**config.mk**
```make
export PLATFORM = sky130hd
export DESIGN_NAME = fifo_wb_cache
export DESIGN_NICKNAME = d
export VERILOG_FILES = /design/src/rtl/cache_pkg.sv /design/src/rtl/cache_data_ram.sv /design/src/rtl/cache_tag_store.sv /design/src/rtl/fifo_wb_cache.sv
export SDC_FILE = /design/constraint.sdc
export NUM_CORES = 1
export LEC_CHECK = 0
export BUFFER_PORTS_ARGS = -buffer_cell sky130_fd_sc_hd__buf_2
export CAP_MARGIN = 20
export CORE_ASPECT_RATIO = 0.5
export CORE_MARGIN = 8
export CORE_UTILIZATION = 40
export CTS_CLUSTER_DIAMETER = 200
export CTS_CLUSTER_SIZE = 16
export DETAILED_ROUTE_END_ITERATION = 8
export SYNTH_ARGS = -nofsm -noshare
export SYNTH_HDL_FRONTEND = slang
export SYNTH_SLANG_ARGS = --single-unit
```
**constraint.sdc**
```tcl
create_clock -name clk -period 8.91 [get_ports clk]
set_input_delay 1.782 -clock clk [delete_from_list [all_inputs] [get_ports clk]]
set_output_delay 1.782 -clock clk [all_outputs]
set_load 0.02 [all_outputs]
```
**src/rtl/cache_pkg.sv**
```systemverilog
package cache_pkg;

  // Controller phases; the encoding is free, the order of visits is fixed:
  // idle -> lookup -> (writeback ->) refill -> idle
  typedef enum logic [1:0] {
    ST_IDLE      = 2'd0,
    ST_LOOKUP    = 2'd1,
    ST_WRITEBACK = 2'd2,
    ST_REFILL    = 2'd3
  } cache_state_t;

endpackage

```
**src/rtl/cache_data_ram.sv**
```systemverilog
// One way of line storage: simple dual-port array, synchronous read,
// no reset on the contents so that a block RAM can be inferred.
module cache_data_ram #(
  parameter int AW = 2,
  parameter int DW = 64
) (
  input  logic          clk,
  input  logic          we,
  input  logic [AW-1:0] waddr,
  input  logic [DW-1:0] wdata,
  input  logic [AW-1:0] raddr,
  output logic [DW-1:0] q
);
  localparam int DEPTH = 1 << AW;

  logic [DW-1:0] store_q [DEPTH];

  always_ff @(posedge clk) begin
    if (we) store_q[waddr] <= wdata;
    q <= store_q[raddr];
  end

endmodule

```
**src/rtl/cache_tag_store.sv**
```systemverilog
// Tags, valid and dirty bits for two ways, plus one replacement pointer
// per set that names the way filled earliest.
module cache_tag_store #(
  parameter int SET_W = 1,
  parameter int TAG_W = 27
) (
  input  logic             clk,
  input  logic             rst,
  // lookup
  input  logic [SET_W-1:0] lk_set,
  input  logic [TAG_W-1:0] lk_tag,
  output logic [1:0]       hit_vec,
  output logic             victim_way,
  output logic             victim_dirty,
  output logic [TAG_W-1:0] victim_tag,
  // line fill
  input  logic             fill_en,
  input  logic [SET_W-1:0] fill_set,
  input  logic             fill_way,
  input  logic [TAG_W-1:0] fill_tag,
  input  logic             fill_dirty,
  // store hit
  input  logic             mark_en,
  input  logic [SET_W-1:0] mark_set,
  input  logic             mark_way
);
  localparam int SETS = 1 << SET_W;

  logic [1:0]       way_valid;
  logic [1:0]       way_dirty;
  logic [1:0]       fill_valid;
  logic [TAG_W-1:0] way_tag [2];
  logic [SETS-1:0]  oldest_q;

  for (genvar w = 0; w < 2; w++) begin : g_way
    logic [SETS-1:0]  vld_q;
    logic [SETS-1:0]  drt_q;
    logic [TAG_W-1:0] tag_q [SETS];

    always_ff @(posedge clk) begin
      if (rst) begin
        vld_q <= '0;
        drt_q <= '0;
      end else if (fill_en && fill_way == 1'(w)) begin
        vld_q[fill_set] <= 1'b1;
        drt_q[fill_set] <= fill_dirty;
        tag_q[fill_set] <= fill_tag;
      end else if (mark_en && mark_way == 1'(w)) begin
        drt_q[mark_set] <= 1'b1;
      end
    end

    assign way_valid[w]  = vld_q[lk_set];
    assign way_dirty[w]  = drt_q[lk_set];
    assign way_tag[w]    = tag_q[lk_set];
    assign fill_valid[w] = vld_q[fill_set];
    assign hit_vec[w]    = vld_q[lk_set] && (tag_q[lk_set] == lk_tag);
  end

  // pointer moves only when a line enters the set
  always_ff @(posedge clk) begin
    if (rst) oldest_q <= '0;
    else if (fill_en) oldest_q[fill_set] <= ~oldest_q[fill_set];
  end

  always_comb begin
    if (!way_valid[0])      victim_way = 1'b0;
    else if (!way_valid[1]) victim_way = 1'b1;
    else                    victim_way = oldest_q[lk_set];
    victim_dirty = way_valid[victim_way] && way_dirty[victim_way];
    victim_tag   = way_tag[victim_way];
  end

  // a line can be resident in at most one way of its set
  assert_single_hit_R7: assert property (@(posedge clk) disable iff (rst)
    $onehot0(hit_vec));

  // an empty way is always chosen before an occupied one
  assert_empty_first_R7: assert property (@(posedge clk) disable iff (rst)
    (fill_en && !fill_valid[0]) |-> (fill_way == 1'b0));

  // replacement order is untouched by anything but a fill
  assert_order_hold_R8: assert property (@(posedge clk) disable iff (rst)
    !fill_en |=> $stable(oldest_q));

endmodule

```
**src/rtl/fifo_wb_cache.sv**
```systemverilog
module fifo_wb_cache
  import cache_pkg::*;
#(
  parameter int ADDR_W     = 32,
  parameter int DATA_W     = 64,
  parameter int LINE_BYTES = 16,
  parameter int SETS       = 2
) (
  input  logic              clk,
  input  logic              rst,
  input  logic              req_valid,
  input  logic              req_write,
  input  logic [ADDR_W-1:0] req_addr,
  input  logic [DATA_W-1:0] req_wdata,
  output logic              req_ready,
  output logic              resp_valid,
  output logic              resp_hit,
  output logic [DATA_W-1:0] resp_rdata,
  output logic              mem_req,
  output logic              mem_we,
  output logic [ADDR_W-1:0] mem_addr,
  output logic [DATA_W-1:0] mem_wdata,
  input  logic              mem_ack,
  input  logic [DATA_W-1:0] mem_rdata
);
  localparam int WORD_BYTES = DATA_W / 8;
  localparam int WORDS      = LINE_BYTES / WORD_BYTES;
  localparam int BYTE_W     = $clog2(WORD_BYTES);
  localparam int WSEL_W     = $clog2(WORDS);
  localparam int SET_W      = $clog2(SETS);
  localparam int TAG_W      = ADDR_W - BYTE_W - WSEL_W - SET_W;
  localparam int RAM_AW     = SET_W + WSEL_W;
  localparam logic [WSEL_W-1:0] LAST_WORD = WSEL_W'(WORDS - 1);

  cache_state_t state_q;

  // latched request
  logic              wr_q;
  logic [SET_W-1:0]  set_q;
  logic [TAG_W-1:0]  tag_q;
  logic [WSEL_W-1:0] word_q;
  logic [DATA_W-1:0] wdata_q;
  // miss handling
  logic              way_q;
  logic [TAG_W-1:0]  vtag_q;
  logic [WSEL_W-1:0] wcnt_q;
  logic              issued_q;

  // request address fields
  logic [WSEL_W-1:0] in_word;
  logic [SET_W-1:0]  in_set;
  logic [TAG_W-1:0]  in_tag;
  assign in_word = req_addr[BYTE_W +: WSEL_W];
  assign in_set  = req_addr[BYTE_W+WSEL_W +: SET_W];
  assign in_tag  = req_addr[ADDR_W-1 -: TAG_W];

  // tag store
  logic [1:0]       hit_vec;
  logic             any_hit, hit_way;
  logic             victim_way, victim_dirty;
  logic [TAG_W-1:0] victim_tag;
  logic             fill_en, mark_en;

  assign any_hit = |hit_vec;
  assign hit_way = hit_vec[1];

  logic xfer, last_word;
  assign xfer      = mem_req && mem_ack;
  assign last_word = (wcnt_q == LAST_WORD);

  assign fill_en = (state_q == ST_REFILL) && xfer && last_word;
  assign mark_en = (state_q == ST_LOOKUP) && wr_q && any_hit;

  cache_tag_store #(.SET_W(SET_W), .TAG_W(TAG_W)) u_tags (
    .clk          (clk),
    .rst          (rst),
    .lk_set       (set_q),
    .lk_tag       (tag_q),
    .hit_vec      (hit_vec),
    .victim_way   (victim_way),
    .victim_dirty (victim_dirty),
    .victim_tag   (victim_tag),
    .fill_en      (fill_en),
    .fill_set     (set_q),
    .fill_way     (way_q),
    .fill_tag     (tag_q),
    .fill_dirty   (wr_q),
    .mark_en      (mark_en),
    .mark_set     (set_q),
    .mark_way     (hit_way)
  );

  // line data, one array per way
  logic [1:0]        ram_we;
  logic [RAM_AW-1:0] ram_waddr, ram_raddr;
  logic [DATA_W-1:0] ram_wdata;
  logic [DATA_W-1:0] ram_q [2];

  for (genvar w = 0; w < 2; w++) begin : g_ram
    cache_data_ram #(.AW(RAM_AW), .DW(DATA_W)) u_ram (
      .clk   (clk),
      .we    (ram_we[w]),
      .waddr (ram_waddr),
      .wdata (ram_wdata),
      .raddr (ram_raddr),
      .q     (ram_q[w])
    );
  end

  // read address: the requested word while idle, the victim's words during
  // writeback (advanced on the acknowledge edge so the next word is ready)
  always_comb begin
    case (state_q)
      ST_IDLE:      ram_raddr = {in_set, in_word};
      ST_WRITEBACK: ram_raddr = {set_q, wcnt_q + WSEL_W'(xfer)};
      default:      ram_raddr = {set_q, {WSEL_W{1'b0}}};
    endcase
  end

  always_comb begin
    ram_we    = '0;
    ram_waddr = {set_q, word_q};
    ram_wdata = wdata_q;
    if (mark_en) begin
      ram_we[hit_way] = 1'b1;
    end else if (state_q == ST_REFILL && xfer) begin
      ram_we[way_q] = 1'b1;
      ram_waddr     = {set_q, wcnt_q};
      ram_wdata     = (wr_q && wcnt_q == word_q) ? wdata_q : mem_rdata;
    end
  end

  assign req_ready = (state_q == ST_IDLE);

  always_ff @(posedge clk) begin
    if (rst) begin
      state_q    <= ST_IDLE;
      wr_q       <= 1'b0;
      set_q      <= '0;
      tag_q      <= '0;
      word_q     <= '0;
      wdata_q    <= '0;
      way_q      <= 1'b0;
      vtag_q     <= '0;
      wcnt_q     <= '0;
      issued_q   <= 1'b0;
      resp_valid <= 1'b0;
      resp_hit   <= 1'b0;
      resp_rdata <= '0;
      mem_req    <= 1'b0;
      mem_we     <= 1'b0;
      mem_addr   <= '0;
      mem_wdata  <= '0;
    end else begin
      resp_valid <= 1'b0;
      case (state_q)
        ST_IDLE: begin
          if (req_valid) begin
            wr_q    <= req_write;
            set_q   <= in_set;
            tag_q   <= in_tag;
            word_q  <= in_word;
            wdata_q <= req_wdata;
            state_q <= ST_LOOKUP;
          end
        end

        ST_LOOKUP: begin
          if (any_hit) begin
            resp_valid <= 1'b1;
            resp_hit   <= 1'b1;
            if (!wr_q) resp_rdata <= ram_q[hit_way];
            state_q <= ST_IDLE;
          end else begin
            way_q    <= victim_way;
            vtag_q   <= victim_tag;
            wcnt_q   <= '0;
            issued_q <= 1'b0;
            state_q  <= victim_dirty ? ST_WRITEBACK : ST_REFILL;
          end
        end

        ST_WRITEBACK: begin
          if (!issued_q) begin
            mem_req   <= 1'b1;
            mem_we    <= 1'b1;
            mem_addr  <= {vtag_q, set_q, wcnt_q, {BYTE_W{1'b0}}};
            mem_wdata <= ram_q[way_q];
            issued_q  <= 1'b1;
          end else if (xfer) begin
            mem_req  <= 1'b0;
            mem_we   <= 1'b0;
            issued_q <= 1'b0;
            if (last_word) begin
              wcnt_q  <= '0;
              state_q <= ST_REFILL;
            end else begin
              wcnt_q <= wcnt_q + 1'b1;
            end
          end
        end

        ST_REFILL: begin
          if (!issued_q) begin
            mem_req  <= 1'b1;
            mem_we   <= 1'b0;
            mem_addr <= {tag_q, set_q, wcnt_q, {BYTE_W{1'b0}}};
            issued_q <= 1'b1;
          end else if (xfer) begin
            mem_req  <= 1'b0;
            issued_q <= 1'b0;
            if (!wr_q && wcnt_q == word_q) resp_rdata <= mem_rdata;
            if (last_word) begin
              wcnt_q     <= '0;
              resp_valid <= 1'b1;
              resp_hit   <= 1'b0;
              state_q    <= ST_IDLE;
            end else begin
              wcnt_q <= wcnt_q + 1'b1;
            end
          end
        end

        default: state_q <= ST_IDLE;
      endcase
    end
  end

  // input assumption: word-aligned requests
  assert_aligned_R2: assert property (@(posedge clk) disable iff (rst)
    (req_valid && req_ready) |-> (req_addr[BYTE_W-1:0] == '0));

  // a pending memory transfer is held unchanged until acknowledged
  assert_mem_hold_R10: assert property (@(posedge clk) disable iff (rst)
    (mem_req && !mem_ack) |=> (mem_req && $stable(mem_addr) &&
                               $stable(mem_we) && $stable(mem_wdata)));

  // writes to memory never happen while the new line is being read
  assert_no_write_in_refill_R9: assert property (@(posedge clk) disable iff (rst)
    (state_q == ST_REFILL && mem_req) |-> !mem_we);

  // a hit completes without any memory traffic
  assert_hit_quiet_R3: assert property (@(posedge clk) disable iff (rst)
    (resp_valid && resp_hit) |-> !mem_req);

  // completion is a single-cycle pulse and leaves the cache ready
  assert_resp_pulse_R11: assert property (@(posedge clk) disable iff (rst)
    resp_valid |=> !resp_valid);
  assert_resp_ready_R11: assert property (@(posedge clk) disable iff (rst)
    resp_valid |-> req_ready);

endmodule

```
==> results.py <==
metrics = {
    "outcome": {
        "outcome": "complete, no violations",
    },
    "layout": {
        "num-fill-cells": 8889,
        "nNetsFinal": 3172,
        "drive_gt1_share_pct": 22.9,
        "area_growth_syn_to_layout_pct": 12.9,
    },
    "synth": {
        "ys_seq_elements": 1046,
        "ys_seq_area_share_pct": 67.5,
        "synthFlopType": "edfxtp_1",
        "yosys_warnings": 0,
        "ys_types": 52,
        "synthArstFlopShare_pct": 0,
        "avgSynthCellArea_um2": 14.5,
        "synthCells": 2767,
        "netlist_area_um2": 40200,
        "synth_edf_count": 620,
    },
    "timing": {
        "layout_worst_path_cycle_share_pct": 63.6,
        "worstMarginPinSlew_ns": 1.13,
        "rsz0062_at_grt": "no",
        "clock.fmax_mhz": 176,
        "worst_hold_slack_ns": 0.448,
        "finalWorstPathRequiredPeriod_ns": 5.67,
        "finalSetupTns_ns": 0,
        "drv_slew": 0,
        "final-hold-violation-count": 0,
        "fin_skew_ns": 0.0402,
        "max_slew_margin_pct": 24.5,
        "setup_viol": 0,
    },
    "worst_hold_path": {
        "hold_class": "flop to flop",
        "hold_start": "u_tags.g_way[0].vld_q[0]$_SDFFE_PP0P_",
        "holdPathEnd": "u_tags.g_way[0].vld_q[0]$_SDFFE_PP0P_",
        "whs_path_depth": 1,
    },
    "detailed_routing": {
        "vias": 23945,
        "first_iter_violations": 1476,
        "wire_per_inst_um": 23.3,
        "ant_nets": 0,
        "postRouteWirelength_um": 103000,
        "drc": 0,
        "first_pass_iters": 5,
        "vias_per_cell": 5.42,
    },
    "worst_setup_path": {
        "cp.arrival_ns": 5.93,
        "reg2reg_to": "g_ram[1].u_ram.store_q[1][9]$_DFFE_PP_",
        "cp-end-kind": "flop",
        "worst_ep_required_time_ns": 9.17,
        "crit_type": "flop to flop",
        "r2r_slack_ns": 3.24,
        "startpoint_type": "flop",
        "reg2reg_depth": 10,
        "cp_max_fo": 52,
    },
    "floorplan": {
        "initial_core_util_pct": 40.3,
        "die_h_um": 240,
        "core_um2": 99800,
        "die_w_um": 464,
        "dieArea_um2": 111000,
        "ios": 330,
        "rows": 82,
    },
    "power": {
        "internal_power_mw": 7.29,
        "power.leakage_nw": 15.4,
        "powerDensity_nw_per_um2": 212,
        "power.share.combinational_pct": 9.1,
        "pwr-share-seq_pct": 56.5,
        "power_mw": 9.60,
        "ir_drop_mv": 0.117,
        "clkPwrFrac_pct": 34.4,
        "switching_share_pct": 24.1,
        "p_sw_mw": 2.31,
    },
    "clock_tree": {
        "postCtsResizedCells": 0,
        "clkLatencyLatePin_ns": 0.67,
        "root_buffer": "clkbuf_16",
        "clkTransAtPathRegs_ns": 0.08,
        "cts-buffers-inserted": 75,
        "cts_hold_buf": 0,
        "cts.path.max_buffers": 3,
        "postCtsSetupBuffers": 0,
        "cts_tree": "built",
        "htree_levels": 3,
        "cts.sinks": 1046,
    },
    "placed_design": {
        "port_buffers": 323,
        "gp_congestion": 0.765,
        "hpwl_um": 60700,
    },
    "global_routing": {
        "grt-ovfl-total": 0,
        "grt_max_degree": 129,
        "grt_pass1_vias": 24185,
        "track_usage_pct": 18.0,
        "antenna_found_initial": 12,
        "grt_pass1_wl_um": 154000,
    },
    "run": {
        "maxCapViolCount": 0,
    },
}
metrics by stage:
| step | utilization [%] | instances | worst slack, ns | area [um2] |
|---|---|---|---|---|
| 2_1_floorplan | - | 2769 | 1.43 | 40200 |
| 3_3_place_gp | 43.2 | 4273 | 3.37 | 43200 |
| 3_5_place_dp | 43.2 | 4273 | 3.23 | 43200 |
| 4_1_cts | 45.5 | 4412 | 3.21 | 45400 |
| 5_1_grt | 45.5 | 4417 | 2.97 | 45400 |
| 6_report | 45.5 | 4418 | 3.24 | 45400 |
layer usage:
metal	vias to the layer above	wire length, um	track usage (%)
met1	12355	43700	23.1
met3	158	5090	3.31
met2	518	51400	30.9
li1	10902	-	-
met5	-	70	0
met4	12	2870	5.99
cells by family after synthesis:
family | share of synthesized area [%]
XOR/XNOR | 1.29
multiplexers | 15.9
adder cells (fa/ha/maj) | 0.0311
flip-flops | 67.5
AO/OA/AOI/OAI | 6.76
other | 0.00933
buffers and inverters | 2.36
AND/OR/NAND/NOR | 6.15
cells in the mapped netlist, types with 2 or more instances:
master    count  area [um2]
a211oi_1     93         698
mux4_2      151        3400
a21o_1        3        22.5
buf_12        3        60.1
and2_1        2        12.5
o311ai_0      2        17.5
and3_1        3        18.8
or4_1         2        15.0
buf_1        29         109
xnor2_1      42         368
mux2_1       57         642
nand4_1       8        50.1
xor2_1       17         149
edfxtp_1    620       18600
nand3_1      95         475
a31oi_1      66         413
dfxtp_1     426        8530
nor2b_1      65         407
mux2i_1     155        1550
mux2_2       68         766
nand2_1     213         800
nor4b_1       2        17.5
nor4_1       12        75.1
or3_1         4        25.0
o21ai_0     156         781
nor3_1       12        60.1
o21a_1        2        15.0
buf_2         4        20.0
nand2b_1      4        25.0
inv_1         9        33.8
nor2_1      116         435
a311o_1       2        20.0
clkbuf_1    160         601
a21oi_1     136         681
buf_4         3        22.5
buf_6         9         101
worst max-delay path by stage:
stage                       start                                      end  slack [ns]  cells after the start
after floorplan           mem_ack   g_ram[0].u_ram.store_q[3][0]$_DFFE_PP_        1.43                      7
after global placement       flop  g_ram[1].u_ram.store_q[1][28]$_DFFE_PP_        3.37                     10
after detailed placement     flop  g_ram[1].u_ram.store_q[1][31]$_DFFE_PP_        3.23                     10
after CTS                    flop  g_ram[1].u_ram.store_q[1][31]$_DFFE_PP_        3.21                     10
after global routing         flop   g_ram[1].u_ram.store_q[1][9]$_DFFE_PP_        2.97                     10
final                        flop   g_ram[1].u_ram.store_q[1][9]$_DFFE_PP_        3.24                     10
final cells by class:
type                            count  area [um2]  share of cell area [%]
Antenna cell                        6        15.0                  0.0331
Multi-Input combinational cell   1506       12300                    27.1
Inverter                            9        33.8                  0.0744
Clock inverter                      5        72.6                   0.160
Sequential cell                  1046       27200                    59.8
Timing Repair Buffer              368        1990                    4.38
Clock buffer                      134        2140                    4.72
Tap cell                         1344        1680                    3.70
flip-flops by register name, indices dropped and copies added (netlist names), named ones only:
| signal | flops |
|---|---|
| u_tags.g_way.vld_q | 4 |
| mem_we | 1 |
| u_tags.oldest_q | 2 |
| u_tags.g_way.tag_q | 108 |
| resp_hit | 1 |
| mem_wdata | 64 |
| resp_rdata | 64 |
| resp_valid | 1 |
| mem_addr | 29 |
| mem_req | 1 |
| last_word | 1 |
| wr_q | 1 |
| g_ram.u_ram.store_q | 512 |
| state_q | 1 |
| set_q | 1 |
| g_ram.u_ram.q | 128 |
| issued_q | 1 |
| way_q | 1 |
| u_tags.g_way.drt_q | 4 |
| vtag_q | 27 |
| wdata_q | 64 |
| tag_q | 27 |
| word_q | 1 |
critical path, cell delays in order (launching register included):
cell     delay [ns]
dfxtp_4        0.91
buf_4          0.51
mux2i_1        0.28
xor2_1         0.29
nand4_1        0.22
or3_2          0.81
nor3_4         0.53
a31oi_1        0.28
nor3_2         0.26
buf_4          0.38
buf_4          0.71
power by group through the flow:
stage	Clock (mW)	Sequential, mW	Combinational (mW)
floorplan	0	5.52	0.578
detailed placement	0	5.53	0.894
global route	3.56	5.44	0.960
finish	3.30	5.42	0.876
global placement	0	5.53	0.882
CTS	3.39	5.42	0.896
cell usage in the layout, fill, tap and decap left out, types with 3 or more instances in the layout:
cell         n
edfxtp_1   620
dfxtp_1    423
buf_2      322
nand2_1    211
o21ai_0    156
mux2i_1    154
mux4_2     151
a21oi_1    135
nor2_1     107
nand3_1     95
a211oi_1    93
clkbuf_16   77
mux2_2      68
a31oi_1     66
nor2b_1     64
mux2_1      57
clkbuf_1    57
buf_4       43
xnor2_1     42
xor2_1      17
nor4_1      11
nor2_4       8
inv_1        8
nand4_1      8
diode_2      6
nor3_2       6
nor3_1       6
nand2b_1     4
or3_1        3
and3_1       3
a21o_1       3
conb_1       3
No activity file was read; power rests on OpenSTA's default activity.
